[config.mk]
export PLATFORM = sky130hd
export DESIGN_NAME = wf_bank_sel
export DESIGN_NICKNAME = d
export VERILOG_FILES = /design/src/rtl/wf_bank_sel.sv
export SDC_FILE = /design/constraint.sdc
export NUM_CORES = 1
export LEC_CHECK = 0
export BUFFER_PORTS_ARGS = -buffer_cell sky130_fd_sc_hd__buf_2
export CORE_ASPECT_RATIO = 0.7
export CORE_MARGIN = 4
export CORE_UTILIZATION = 45
export DETAILED_ROUTE_END_ITERATION = 12
export SYNTH_ARGS = -nofsm -noshare
export SYNTH_HDL_FRONTEND = slang
export SYNTH_SLANG_ARGS = --single-unit
[constraint.sdc]
create_clock -name clk -period 22.2 [get_ports clk]
set_input_delay 5.55 -clock clk [delete_from_list [all_inputs] [get_ports clk]]
set_output_delay 5.55 -clock clk [all_outputs]
set_load 0.05 [all_outputs]
[src/rtl/wf_bank_sel.sv]
module wf_bank_sel #(
  parameter int SLOTS = 2,
  parameter int ROWS  = 4,
  parameter int SECT  = 4,
  parameter int TW    = 16,
  localparam int K    = 3 * SLOTS - 1,
  localparam int BW   = (K > 1) ? $clog2(K) : 1,
  localparam int RW   = (ROWS > 1) ? $clog2(ROWS) : 1
) (
  input  logic          clk,
  input  logic          rst_n,
  input  logic          arr_vld,
  input  logic [TW-1:0] arr_time,
  input  logic [K-1:0]  rd_busy,
  input  logic          drain_vld,
  input  logic [RW-1:0] drain_blk,
  input  logic [BW-1:0] drain_bank,
  output logic          sel_valid,
  output logic [BW-1:0] sel_bank,
  output logic [RW-1:0] sel_blk,
  output logic          sel_err
);

  localparam int CW   = $clog2(SECT + 1);
  localparam int WBW  = (SLOTS > 1) ? $clog2(SLOTS) : 1;
  localparam int SPAN = SLOTS * SECT;

  logic [CW-1:0]  occ   [ROWS][K];
  logic [WBW-1:0] wleft [K];
  logic [K-1:0]   cand;
  logic [CW:0]    best;
  logic [BW-1:0]  pick;
  logic           full;

  assign sel_blk = RW'((arr_time / TW'(SPAN)) % TW'(ROWS));

  for (genvar g = 0; g < K; g++) begin : g_cand
    assign cand[g] = (wleft[g] == '0) && !rd_busy[g];
  end

  always_comb begin
    best = (CW+1)'(SECT + 1);
    pick = '0;
    for (int i = 0; i < K; i++) begin
      if (cand[i] && ({1'b0, occ[sel_blk][i]} < best)) begin
        best = {1'b0, occ[sel_blk][i]};
        pick = BW'(i);
      end
    end
  end

  assign full      = best >= (CW+1)'(SECT);
  assign sel_valid = arr_vld && !full;
  assign sel_err   = arr_vld && full;
  assign sel_bank  = pick;

  always_ff @(posedge clk) begin
    if (!rst_n) begin
      for (int i = 0; i < K; i++) wleft[i] <= '0;
    end else begin
      for (int i = 0; i < K; i++) begin
        if (sel_valid && pick == BW'(i)) wleft[i] <= WBW'(SLOTS - 1);
        else if (wleft[i] != '0)         wleft[i] <= wleft[i] - 1'b1;
      end
    end
  end

  always_ff @(posedge clk) begin
    if (!rst_n) begin
      for (int r = 0; r < ROWS; r++)
        for (int i = 0; i < K; i++) occ[r][i] <= '0;
    end else begin
      for (int r = 0; r < ROWS; r++) begin
        for (int i = 0; i < K; i++) begin
          occ[r][i] <= occ[r][i]
            + CW'(sel_valid && sel_blk == RW'(r) && pick == BW'(i))
            - CW'(drain_vld && drain_blk == RW'(r) && drain_bank == BW'(i) && occ[r][i] != '0);
        end
      end
    end
  end

  assert_not_read_busy_R3: assert property (@(posedge clk) disable iff (!rst_n)
    sel_valid |-> !rd_busy[sel_bank]);

  if (SLOTS > 1) begin : g_gap
    assert_write_gap_R4: assert property (@(posedge clk) disable iff (!rst_n)
      sel_valid |=> !(sel_valid && sel_bank == $past(sel_bank)));
  end

  assert_no_overflow_R8: assert property (@(posedge clk) disable iff (!rst_n)
    sel_valid |-> occ[sel_blk][sel_bank] < CW'(SECT));

  assert_valid_err_excl_R8: assert property (@(posedge clk) disable iff (!rst_n)
    !(sel_valid && sel_err));

  assert_idle_quiet_R9: assert property (@(posedge clk) disable iff (!rst_n)
    !arr_vld |-> (!sel_valid && !sel_err));

  assert_bank_range_R5: assert property (@(posedge clk) disable iff (!rst_n)
    sel_valid |-> int'(sel_bank) < K);

endmodule

# After elaboration in Yosys (flattened, before gate mapping)
# Memory sizes are Yosys's and may differ from the RTL's.
# Index checks and enable logic that the tools add are counted.
dict set report classes {
  bitwise_logic 35
  n_lt_le_gt_ge 6
  reduce_logical 115
  mux 76
  n_addsub 45
  eq_ne 14
}
# operator n
set op_table {}
lappend op_table {{1-bit logical AND} 85}
lappend op_table {{3-bit 2-to-1 mux} 25}
lappend op_table {{3-bit by 1-bit adder with 3-bit output} 20}
lappend op_table {{3-bit nonzero test} 20}
lappend op_table {{3-bit by 1-bit subtractor with 3-bit output} 20}
lappend op_table {{1-bit 2-to-1 mux} 48}
lappend op_table {{1-bit OR} 30}
lappend op_table {{3-bit by 4-bit less-than comparator with 1-bit output} 4}
lappend op_table {{3-bit by 2-bit == test with 1-bit output (second input constant)} 4}
lappend op_table {{2-bit == test (second input constant)} 4}
lappend op_table {{3-bit by 1-bit == test with 1-bit output (second input constant)} 2}
lappend op_table {{3-bit == test (second input constant)} 2}
lappend op_table {{1-bit logical NOT} 6}
lappend op_table {{3-bit logical NOT} 2}
lappend op_table {{1-bit inverter} 5}
lappend op_table {{1-bit subtractor (second input constant)} 5}
lappend op_table {{2-bit by 1-bit == test with 1-bit output (second input constant)} 2}
lappend op_table {{4-bit by 3-bit greater-or-equal comparator with 1-bit output (second input constant)} 1}
lappend op_table {{2-bit logical NOT} 2}
lappend op_table {{2-bit 2-to-1 mux} 2}
lappend op_table {{4-bit 2-to-1 mux} 1}
lappend op_table {{3-bit less-than comparator (second input constant)} 1}
dict set report word_totals {
  elab_cells 293
  mem_bits_rw 65
  reg_bits 0
  n_memories 2
  input_bits 30
  out_inout_bits 7
}
# memory depth word_bits rd rd_clocked_by_memory_dff wr line_no
set mem_list {}
lappend mem_list {occ 4 15 5 0 4 28} ;# logic [CW-1:0] occ [ROWS][K];
lappend mem_list {wleft 5 1 5 0 5 29} ;# logic [WBW-1:0] wleft [K];

# Longest topological paths before layout
# Gate-level depths: netlist of the first run.
# An unclocked memory read counts as a cell.
dict set report logic_depth {
  ltp_word 26
  ltp_mapped 37
  mapped_depth_nobuf 36
}

# Worst setup path after synthesis of the first run
# Ideal clock, no wire load.
dict set report synth_timing {
  kind {input port to output port}
  from {in arr_time[4]}
  to {out sel_valid}
  slack_ns 4.338
  cell_stages 28
  arrival_time_ns 12.312
  n_path_buf 1
  required_time_ns 16.650
  path_cell_list {buf_6 mux4_2 nor4b_4 inv_1 ha_1 nand2_1 o31ai_1 a21oi_4 nand2_1 mux2i_1 inv_1 ha_1 or3_1 a31o_2 a22o_1 o211ai_1 o21ai_0 ha_1 o21ai_0 and2_1 and3b_1 o32a_1 ha_1 nor3_1 or3b_2 o31a_4 or2_2 a21oi_1}
}
dict set report synth_between {
  elab_chain_len 19
}
# item line_no
set synth_lines {}
lappend synth_lines {{from (decl)} 13} ;# input logic [TW-1:0] arr_time,
lappend synth_lines {{memory 4 x 15 bit (*)} --}
lappend synth_lines {{3-bit less-than comparator} 45} ;# if (cand[i] && ({1'b0, occ[sel_blk][i]} < best)) begin
lappend synth_lines {{1-bit logical AND} 45}
lappend synth_lines {{3-bit 2-to-1 mux} 45}
lappend synth_lines {{3-bit by 4-bit less-than comparator with 1-bit output} 45}
lappend synth_lines {{1-bit logical AND} 45}
lappend synth_lines {{3-bit 2-to-1 mux} 45}
lappend synth_lines {{3-bit by 4-bit less-than comparator with 1-bit output} 45}
lappend synth_lines {{[... 3 more ...]} --}
lappend synth_lines {{1-bit logical AND} 45}
lappend synth_lines {{3-bit 2-to-1 mux} 45}
lappend synth_lines {{3-bit by 4-bit less-than comparator with 1-bit output} 45}
lappend synth_lines {{1-bit logical AND} 45}
lappend synth_lines {{4-bit 2-to-1 mux (*)} 45}
lappend synth_lines {{4-bit by 3-bit greater-or-equal comparator with 1-bit output (*)} 52} ;# assign full = best >= (CW+1)'(SECT);
lappend synth_lines {{1-bit logical NOT (*)} 53} ;# assign sel_valid = arr_vld && !full;
lappend synth_lines {{1-bit logical AND (*)} 53}
lappend synth_lines {{to (decl)} 18} ;# output logic sel_valid,
# Mark *: on every way between the ends. The rest lies on a longest branch, timed or not.

# Worst setup path after layout of the first run
# Same ends and word-level chain as after synthesis.

==> impl_results.md, run 1 <==
* Outcome: finished clean
* Synth Warn # at 0
* #FFs+latches synth at 65
* Final Critical Period at 18.63 ns
* Pins Over Slew Limit at 0
* Crit path required time at 16.65 ns
* Grt ovf at 0
* Switching Fraction at 0.3782
* Starting Density at 0.4622
* Crit Reg-Reg Endpoint: occ[0][1]
* IO Count at 37
* GRT Total Usage at 0.1926
* Vias after detailed routing at 3,678
* Most Frequent Cell on Critical Path: ha_1
* PD cells at 79.03 nW/um2
* Largest net degree at the start of global routing at 44
* Worst skew pair latency at 0.33 ns
* Setup crit start kind: input pin
* FF-to-FF setup slack at 14.07 ns
* Mean Syn Cell Area at 9.065 um2
* Post-detail-place hpwl at 8229 um
* Starting DRT DRC Count at 258
* # setup viols final at 0
* Netlist cell types at 53
* Area of the multi-input gates at 3037 um2
* Final nets at 644
* Synthesized net count at 627
* CP max-delay cell: mux4_2
* RSZ-0062 raised after global routing: false
* DIE WIDTH at 131.5 um
* RD Place Congestion at 0.9019
* Final TNS setup at 0 ns
* Hold Path Sink: occ[0][11]
* Max Cap Violations at 0
* DR vias/cell at 5.385
* Critical path's top delay family: simple AND/OR/NAND/NOR gates
* Area Overhead vs Synth at 10.03%
* # hold bufs at CTS at 0
* Clock share of power at 0.326
* Worst-Margin Slew at 0.9925 ns
* Final core utilization at 0.5085
* Sequential share of the synthesized area at 0.2813
* Hold Startpoint: occ[0][11]
* Post_cts resized at 0
* F_max at 0.05369 GHz
* Worst-path maximum fanout at 27
* Clk sinks at 65
* First-pass GRT wire length at 18,420 um
* Root Buffer: clkbuf_16
* Drt first pass iters at 4
* Net Switching at 0.1580 mW
* FF-to-FF path depth at 31
* Sequential share of power at 0.339
* Peak VDD IR at 0.04759 mV
* Rel. slew slack at 0.3343
* Ys flop type: dfxtp_1
* Crit path buffers/inverters at 5
* CP Capture Type: output pin
* FFs w/ async S/R, synth at 0
* GRT met1 Usage at 0.2827
* WL final at 11,380 um
* Mapped Area at 4805 um2
* Layout Skew at 0.006969 ns
* Class of the worst hold path: register to register
* Post-DRT Antenna Nets at 0
* Postcts setup bufs at 0
* Post-synth EDFFs at 5
* Critical Path AT at 13.08 ns
* Busiest grt layer: met2
* Worst flop-to-flop path startpoint: occ[2][14]
* IO buf count at 22
* Routing usage on met2 at 0.2830
* Reg clk slew, reported paths at 0.05 ns
* Inserted Clock Buffers at 9
* Share of total power in combinational logic at 0.335
* CTS tree: yes
* Die area at 12,420 um2
* Total Power at 0.4178 mW
* Initial antenna violation count at 0
* Die Y at 94.45 um
* Row count at 31
* Hold Crit Depth at 2
* DR WL/cell at 16.67 um
* Drt drc at 0
* Vias in the first global route at 3,511
* Pint at 0.2598 mW
* Share of cells above drive strength 1 at 0.1143
* ANT cells at 0
* Period utilisation layout at 0.8390
* Leak at 2.235 nW
* CP Class: input pin to output pin
* CTS Buffer Depth at 2
* Post-Synthesis Cells at 530
* GRT met3 Usage at 0.04579
* Filler cells at 953
* Endpoints failing hold at 0
* H-tree levels at 3
* Max stage delay on crit path at 0.64 ns
* Core Area at 10,400 um2
* Register Area at 1351 um2
==> power by group through the flow <==
stage	registers [mW]	clock network [mW]	logic (mW)
after floorplan	0.136	0	0.113
after global placement	0.143	0	0.136
after detailed placement	0.144	0	0.138
after CTS	0.141	0.138	0.139
after global routing	0.144	0.143	0.153
final	0.142	0.136	0.140
==> synth_stat cells, types with 3 or more instances <==
| master | n | area (um2) |
|---|---|---|
| nor2b_1 | 3 | 18.77 |
| and2_1 | 43 | 269.0 |
| nand4_1 | 4 | 25.02 |
| inv_1 | 85 | 319.1 |
| fa_1 | 20 | 400.4 |
| mux2i_1 | 5 | 50.05 |
| a31oi_1 | 3 | 18.77 |
| nand3_1 | 3 | 15.01 |
| edfxtp_1 | 5 | 150.1 |
| a21oi_1 | 5 | 25.02 |
| or3_1 | 3 | 18.77 |
| nor2_1 | 47 | 176.4 |
| nand2_1 | 19 | 71.32 |
| o21ai_0 | 8 | 40.04 |
| buf_4 | 3 | 22.52 |
| buf_2 | 3 | 15.01 |
| xnor2_1 | 40 | 350.3 |
| clkbuf_1 | 11 | 41.29 |
| nand3b_1 | 5 | 37.54 |
| a41oi_1 | 3 | 26.28 |
| nor3_1 | 53 | 265.3 |
| dfxtp_1 | 60 | 1201 |
| ha_1 | 47 | 588.1 |
| mux4_2 | 12 | 270.3 |
==> worst reg2reg max path: cells and delay by family (launching register included) <==
kind	cells	cell delay, ns
compound gates	6	1.42
fa+ha+maj	6	1.51
buf+inv	2	0.19
flops	1	0.34
mux	3	0.97
simple gates	14	3.59
==> layer usage <==
metal  wire length (um)  vias to the layer above
met5                  0                        -
met4                139                        0
met3                569                       11
met2               4708                       94
met1               5968                     1783
li1                   -                     1790
==> sequential cells by signal, summed over array words and instances (netlist names) <==
name,cells
occ,60
wleft,5
==> logic make-up after synthesis <==
group,Yosys count,synth area share
AND/OR/NAND/NOR,194,0.2115
multiplexers,21,0.08229
XOR/XNOR,40,0.07292
buffers and inverters,105,0.08672
flip-flops,65,0.2812
AO/OA/AOI/OAI,38,0.05964
adder cells (fa/ha/maj),67,0.2057
==> placed cells by master (no fill, tap or decap), types with 3 or more instances in the layout <==
cell        n
clkinv_2    3
mux4_2     12
buf_2      22
a41oi_1     3
fa_1       20
nand3b_1    5
a31oi_1     3
a21oi_1     5
and2_1     43
o21ai_0     8
clkbuf_8    3
xnor2_1    40
inv_1      85
nor2_1     47
nand2_1    19
dfxtp_1    60
clkbuf_16   9
nor2b_1     3
nor3_1     53
ha_1       47
nand4_1     4
or3_1       3
edfxtp_1    5
mux2i_1     5
nand3_1     3
==> how the worst max path moves through the flow <==
| stage | from | end | slack (ns) | cells after the start |
|---|---|---|---|---|
| final | arr_time[4] | sel_valid | 3.57 | 31 |
| after global routing | arr_time[4] | sel_valid | 3.08 | 31 |
| after CTS | arr_time[4] | sel_valid | 3.64 | 31 |
| after detailed placement | arr_time[4] | sel_valid | 3.66 | 31 |
| after global placement | arr_time[4] | sel_valid | 3.70 | 31 |
| after floorplan | arr_time[4] | sel_valid | 4.34 | 28 |
==> layout make-up <==
cell class | count | share of cell area
clock inverters | 3 | 0.002840
clock buffers | 12 | 0.05041
multi-input cells | 360 | 0.5744
well taps | 132 | 0.03124
flip-flops and latches | 65 | 0.2556
inverters | 87 | 0.06178
repair buffers | 24 | 0.02367
==> per-stage QoR <==
stage	hold WS [ns]	worst slack, ns	std cells	area [um2]
4_1_cts	0.5578	3.636	683	5286
3_5_place_dp	0.5391	3.658	668	5005
2_1_floorplan	0.5011	4.338	530	4805
3_3_place_gp	0.5282	3.700	668	5005
5_1_grt	0.5713	3.079	683	5286
6_report	0.5517	3.575	683	5286
No activity file was read; power rests on OpenSTA's default activity.
==> run 2, diff against run 1 <==
==> constraint.sdc (replaced) <==
create_clock -name clk -period 17.2 [get_ports clk]
set_input_delay 4.3 -clock clk [delete_from_list [all_inputs] [get_ports clk]]
set_output_delay 4.3 -clock clk [all_outputs]
set_load 0.05 [all_outputs]
==> impl_results.md, run 2 (synthesis gave the netlist of run 1 again) <==
* Outcome: finished clean
* Largest registers: occ: 60 flops, wleft: 5 flops
* Met2 WL at 4663 um
* Post_cts resized at 0
* Endpoints failing hold at 0
* Pre-CTS setup slack at 1.423 ns
* Initial antenna violation count at 0
* PD cells at 103.4 nW/um2
* Core Area at 10,400 um2
* CP max-delay cell: mux4_1
* Final TNS setup at 0 ns
* RD Place Congestion at 0.8211
* Pins Over Slew Limit at 0
* Class of the worst hold path: register to register
* Share of cells above drive strength 1 at 0.1139
* Worst-Margin Slew at 0.7401 ns
* Max stage delay on crit path at 0.64 ns
* Most Frequent Cell on Critical Path: ha_1
* Leak at 2.246 nW
* Vias after detailed routing at 3,672
* IO Count at 37
* Setup crit start kind: input pin
* Final nets at 645
* # setup viols final at 0
* Crit path required time at 12.90 ns
* WL final at 11,330 um
* Grt ovf at 0
* Final instance area at 5316 um2
* CP Capture Type: output pin
* Worst-path maximum fanout at 26
* WL met1 at 5980 um
* Biggest register: occ
* Max reg flops at 60
* Final Critical Period at 15.81 ns
* Period utilisation layout at 0.9190
* H-tree levels at 3
* Max Cap Violations at 0
* DR vias/cell at 5.361
* Critical Path AT at 11.51 ns
* Row count at 31
* Drt drc at 0
* Vias in the first global route at 3,536
* ANT cells at 0
* Die area at 12,420 um2
* First-pass GRT wire length at 18,650 um
* Largest net degree at the start of global routing at 44
* Starting Density at 0.4622
* Area Overhead vs Synth at 10.65%
* Die Y at 94.45 um
* Peak VDD IR at 0.05881 mV
* Area post-placement at 5012 um2
* WHS at 0.5474 ns
* Most frequent cells in the layout: 85 x inv_1, 60 x dfxtp_1, 53 x nor3_1
* Met3 wire len at 557 um
* # hold bufs at CTS at 0
* CTS Buffer Depth at 2
* Drt first pass iters at 4
* IO buf count at 22
* CP Class: input pin to output pin
* Rel. slew slack at 0.5066
* Total Power at 0.5500 mW
* Post-DRT Antenna Nets at 0
* Clk sinks at 65
* GRT Total Usage at 0.1959
* Most common cell after layout, fill and taps aside: inv_1
* Starting DRT DRC Count at 217
* DR WL/cell at 16.54 um
* DIE WIDTH at 131.5 um
* Max layer used: met4
* Reg clk slew, reported paths at 0.06 ns
* RSZ-0062 raised after global routing: false
* Root Buffer: clkbuf_16
* Inserted Clock Buffers at 9
* Layout Skew at 0.005932 ns
* F_max at 0.06326 GHz
* Postcts setup bufs at 0
* Final worst slack at 1.393 ns
* CTS tree: yes
* Worst skew pair latency at 0.34 ns
* Post-detail-place hpwl at 8429 um
[run 2: cell count changes in the layout (fill, tap and decap cells not counted)]
cell       delta
buf_4         +1
clkinv_2      -2
clkbuf_16     +1
clkbuf_1      +2
[run 2: worst paths after layout]
check | startpoint | slack [ns] | end | cells past startpoint
hold reg to reg | occ[2][5] | 0.55 | occ[2][5] | 2
setup / recovery | arr_time[4] | 1.39 | sel_valid | 30
setup reg to reg | occ[2][14] | 9.04 | occ[2][1] | 31
hold / removal | occ[2][5] | 0.55 | occ[2][5] | 2
[run 2: power by group]
group / internal, mW / switching, mW
clock network: 0.118 / 0.0686
logic: 0.0618 / 0.118
registers: 0.166 / 0.0171
[run 2: metrics by stage]
step                cells    util
finish                685  0.5114
global route          685  0.5114
CTS                   685  0.5114
detailed placement    669  0.4822
global placement      669  0.4822
floorplan             530       -
[run 2: cell type report]
cell class | instances | area, um2
multi-input combinational | 360 | 3037
clock inverter | 1 | 5.005
timing repair buffer | 25 | 132.6
tap | 132 | 165.2
fill | 982 | 5079
inverter | 87 | 326.6
clock buffer | 15 | 299.0
sequential | 65 | 1351
[run 2: worst max-delay path, delay by kind of cell]
kind            cells  cell delay [ns]
simple gates       10             2.41
compound gates      8             1.97
buf+inv             5             0.88
fa+ha+maj           4             0.87
mux                 3             1.05
[run 2: layer usage]
layer | global-route usage | up-vias
met5 | 0 | -
met4 | 0.05507 | 0
met3 | 0.05538 | 12
met2 | 0.2796 | 87
met1 | 0.2880 | 1776
li1 | - | 1797
==> run 3, diff against run 2 <==
--- a/config.mk
+++ b/config.mk
@@ -5,11 +5,13 @@
 export SDC_FILE = /design/constraint.sdc
 export NUM_CORES = 1
 export LEC_CHECK = 0
+export ABC_AREA = 1
 export BUFFER_PORTS_ARGS = -buffer_cell sky130_fd_sc_hd__buf_2
 export CORE_ASPECT_RATIO = 0.7
 export CORE_MARGIN = 4
 export CORE_UTILIZATION = 45
 export DETAILED_ROUTE_END_ITERATION = 12
+export RECOVER_POWER = 100
 export SYNTH_ARGS = -nofsm -noshare
 export SYNTH_HDL_FRONTEND = slang
 export SYNTH_SLANG_ARGS = --single-unit
==> impl_results.md, run 3 <==
* Outcome: finished clean
* Post_cts resized at 0
* Die Y at 93.84 um
* DR WL/cell at 13.44 um
* # hold bufs at CTS at 0
* Worst-Margin Slew at 1.035 ns
* Post-Layout Cell Count at 812
* Net Switching at 0.1626 mW
* Synthesized net count at 755
* H-tree levels at 3
* Layout Skew at 0.004721 ns
* CTS tree: yes
* RD Place Congestion at 0.8244
* #FFs+latches synth at 65
* First-pass GRT wire length at 18,660 um
* Endpoints failing hold at 0
* Filler cells at 1,036
* Post-synth EDFFs at 5
* Grt ovf at 0
* Critical Path AT at 11.07 ns
* Vias after detailed routing at 4,020
* Hold Path Sink: occ[0][14]
* Pint at 0.3129 mW
* Starting DRT DRC Count at 273
* Final nets at 772
* Synth Warn # at 0
* Crit path required time at 12.90 ns
* Postcts setup bufs at 0
* Rel. slew slack at 0.3097
* IO buf count at 22
* Post-Synthesis Cells at 658
* Share of the synthesized area in the top cell type at 0.2536
* Area post-placement at 4933 um2
* Biggest register: occ
* Worst flop-to-flop path startpoint: occ[3][14]
* Crit Reg-Reg Endpoint: occ[2][14]
* Inserted Clock Buffers at 9
* DP Cell Count at 796
* Area Overhead vs Synth at 9.773%
* Mapped Area at 4737 um2
* CP Class: input pin to output pin
* Sequential share of the synthesized area at 0.2853
* Mean Syn Cell Area at 7.199 um2
* Clock share of power at 0.381
* Drt drc at 0
* Max Cap Violations at 0
* Ys flop type: dfxtp_1
* Worst skew pair latency at 0.33 ns
* RSZ-0062 raised after global routing: false
* FF-to-FF path depth at 35
* Netlist cell types at 31
* WHS at 0.5886 ns
* Largest net degree at the start of global routing at 74
* FFs w/ async S/R, synth at 0
* Most common cell after layout, fill and taps aside: inv_1
* Share of cells above drive strength 1 at 0.05294
* Register Area at 1351 um2
* Drt first pass iters at 4
* Leak at 3.031 nW
* FF-to-FF setup slack at 10.46 ns
* F_max at 0.06505 GHz
* Die area at 12,260 um2
* Period utilisation layout at 0.8937
* Final instance area at 5200 um2
* Largest registers: occ: 60 flops, wleft: 5 flops
* ANT cells at 0
* Worst-path maximum fanout at 14
* Peak VDD IR at 0.04961 mV
* IO Count at 37
* Core Area at 10,320 um2
* Total Power at 0.4755 mW
* Most frequent cells in the layout: 181 x inv_1, 112 x nand2_1, 60 x dfxtp_1
* Hold Startpoint: occ[0][13]
* DR vias/cell at 4.951
* Switching Fraction at 0.3420
* Reg clk slew, reported paths at 0.05 ns
* Initial antenna violation count at 0
* CTS Buffer Depth at 2
* Row count at 31
* Root Buffer: clkbuf_16
* Area of the multi-input gates at 2600 um2
* Vias in the first global route at 4,105
* Pins Over Slew Limit at 0
* Final core utilization at 0.5040
* # setup viols final at 0
* Class of the worst hold path: register to register
* WL final at 10,910 um
* Count leader, synth: inv_1
* Share of total power in combinational logic at 0.266
* Starting Density at 0.4591
* Area leader, netlist: dfxtp_1
* Hold Crit Depth at 3
* Sequential share of power at 0.353
* Final TNS setup at 0 ns
* Final worst slack at 1.828 ns
* Max reg flops at 60
* CP Capture Type: output pin
* GRT Total Usage at 0.1951
* Setup crit start kind: input pin
* Final Critical Period at 15.37 ns
* Pre-CTS setup slack at 2.560 ns
* Post-DRT Antenna Nets at 0
* Clk sinks at 65
* DIE WIDTH at 130.6 um
* Top cells by area, synth: dfxtp_1 25%, inv_1 14%, ha_1 12%, nand2_1 8.7%, fa_1 8.5%
* Post-detail-place hpwl at 8263 um
* Post-synth top cells: 179 x inv_1, 110 x nand2_1, 60 x dfxtp_1, 47 x ha_1, 39 x nor3_1
* PD cells at 91.44 nW/um2
run 3: cell types whose count changed after synthesis, sizes merged, moves of 18 or more:
cell   change
and2      -43
xnor2     -40
inv       +96
a21oi     +19
nand3     +32
xor2      +21
nand2     +95
o21ai     +18
run 3: worst max-delay path by stage:
stage	startpoint	to	slack (ns)	cells after the start
finish	arr_time[3]	sel_valid	1.83	28
global route	arr_time[3]	sel_valid	0.94	28
floorplan	arr_time[4]	sel_err	4.11	29
detailed placement	arr_time[3]	sel_valid	2.56	27
global placement	arr_time[3]	sel_valid	2.70	28
CTS	arr_time[3]	sel_valid	2.54	27
run 3: logic make-up (layout without fill, tap and decap cells):
logic type,Yosys count,after routing,synth area share
buf+inv,199,221,0.1624
compound gates,78,78,0.09667
flops,65,65,0.2853
simple gates,228,228,0.2081
fa+ha+maj,67,67,0.2087
xor+xnor,21,21,0.03883
run 3: worst max-delay path, stage by stage:
cell and delay, ns:
clkbuf_1 0.44, inv_1 0.15, nor2_1 0.56, inv_1 0.46
o22ai_1 0.27, nor2_1 0.10, ha_1 0.18, nor3_1 0.42
nand2_2 0.18, o21ai_0 0.37, ha_1 0.30, nand2_1 0.06
inv_1 0.03, nand2_1 0.07, nand2_1 0.15, o21ai_0 0.28
ha_1 0.28, nand2_1 0.07, nand2_1 0.05, nand2_1 0.07
nand2_1 0.14, nand2_1 0.09, o21ai_0 0.12, ha_1 0.23
nor3_1 0.30, nand3_1 0.16, a21oi_1 0.84, buf_2 0.41
run 3: power groups by stage:
stage	combinational [mW]	clock, mW	sequential (mW)
final	0.126	0.181	0.168
after global routing	0.145	0.192	0.169
after CTS	0.131	0.185	0.168
after detailed placement	0.130	0	0.171
after global placement	0.127	0	0.171
after floorplan	0.102	0	0.169
run 3: cell type report:
| class | count | share of cell area |
|---|---|---|
| Multi-Input combinational cell | 394 | 0.5000 |
| Sequential cell | 65 | 0.2599 |
| Inverter | 182 | 0.1314 |
| Clock buffer | 13 | 0.04812 |
| Tap cell | 132 | 0.03176 |
| Timing Repair Buffer | 23 | 0.02117 |
| Clock inverter | 3 | 0.007700 |
run 3: routing by layer:
| layer | vias up | share of wire | GRT usage |
|---|---|---|---|
| li1 | 2066 | - | - |
| met1 | 1859 | 0.49 | 0.2590 |
| met2 | 76 | 0.45 | 0.3149 |
| met3 | 19 | 0.045 | 0.04205 |
| met4 | 0 | 0.018 | 0.06592 |
| met5 | - | 0 | 0 |
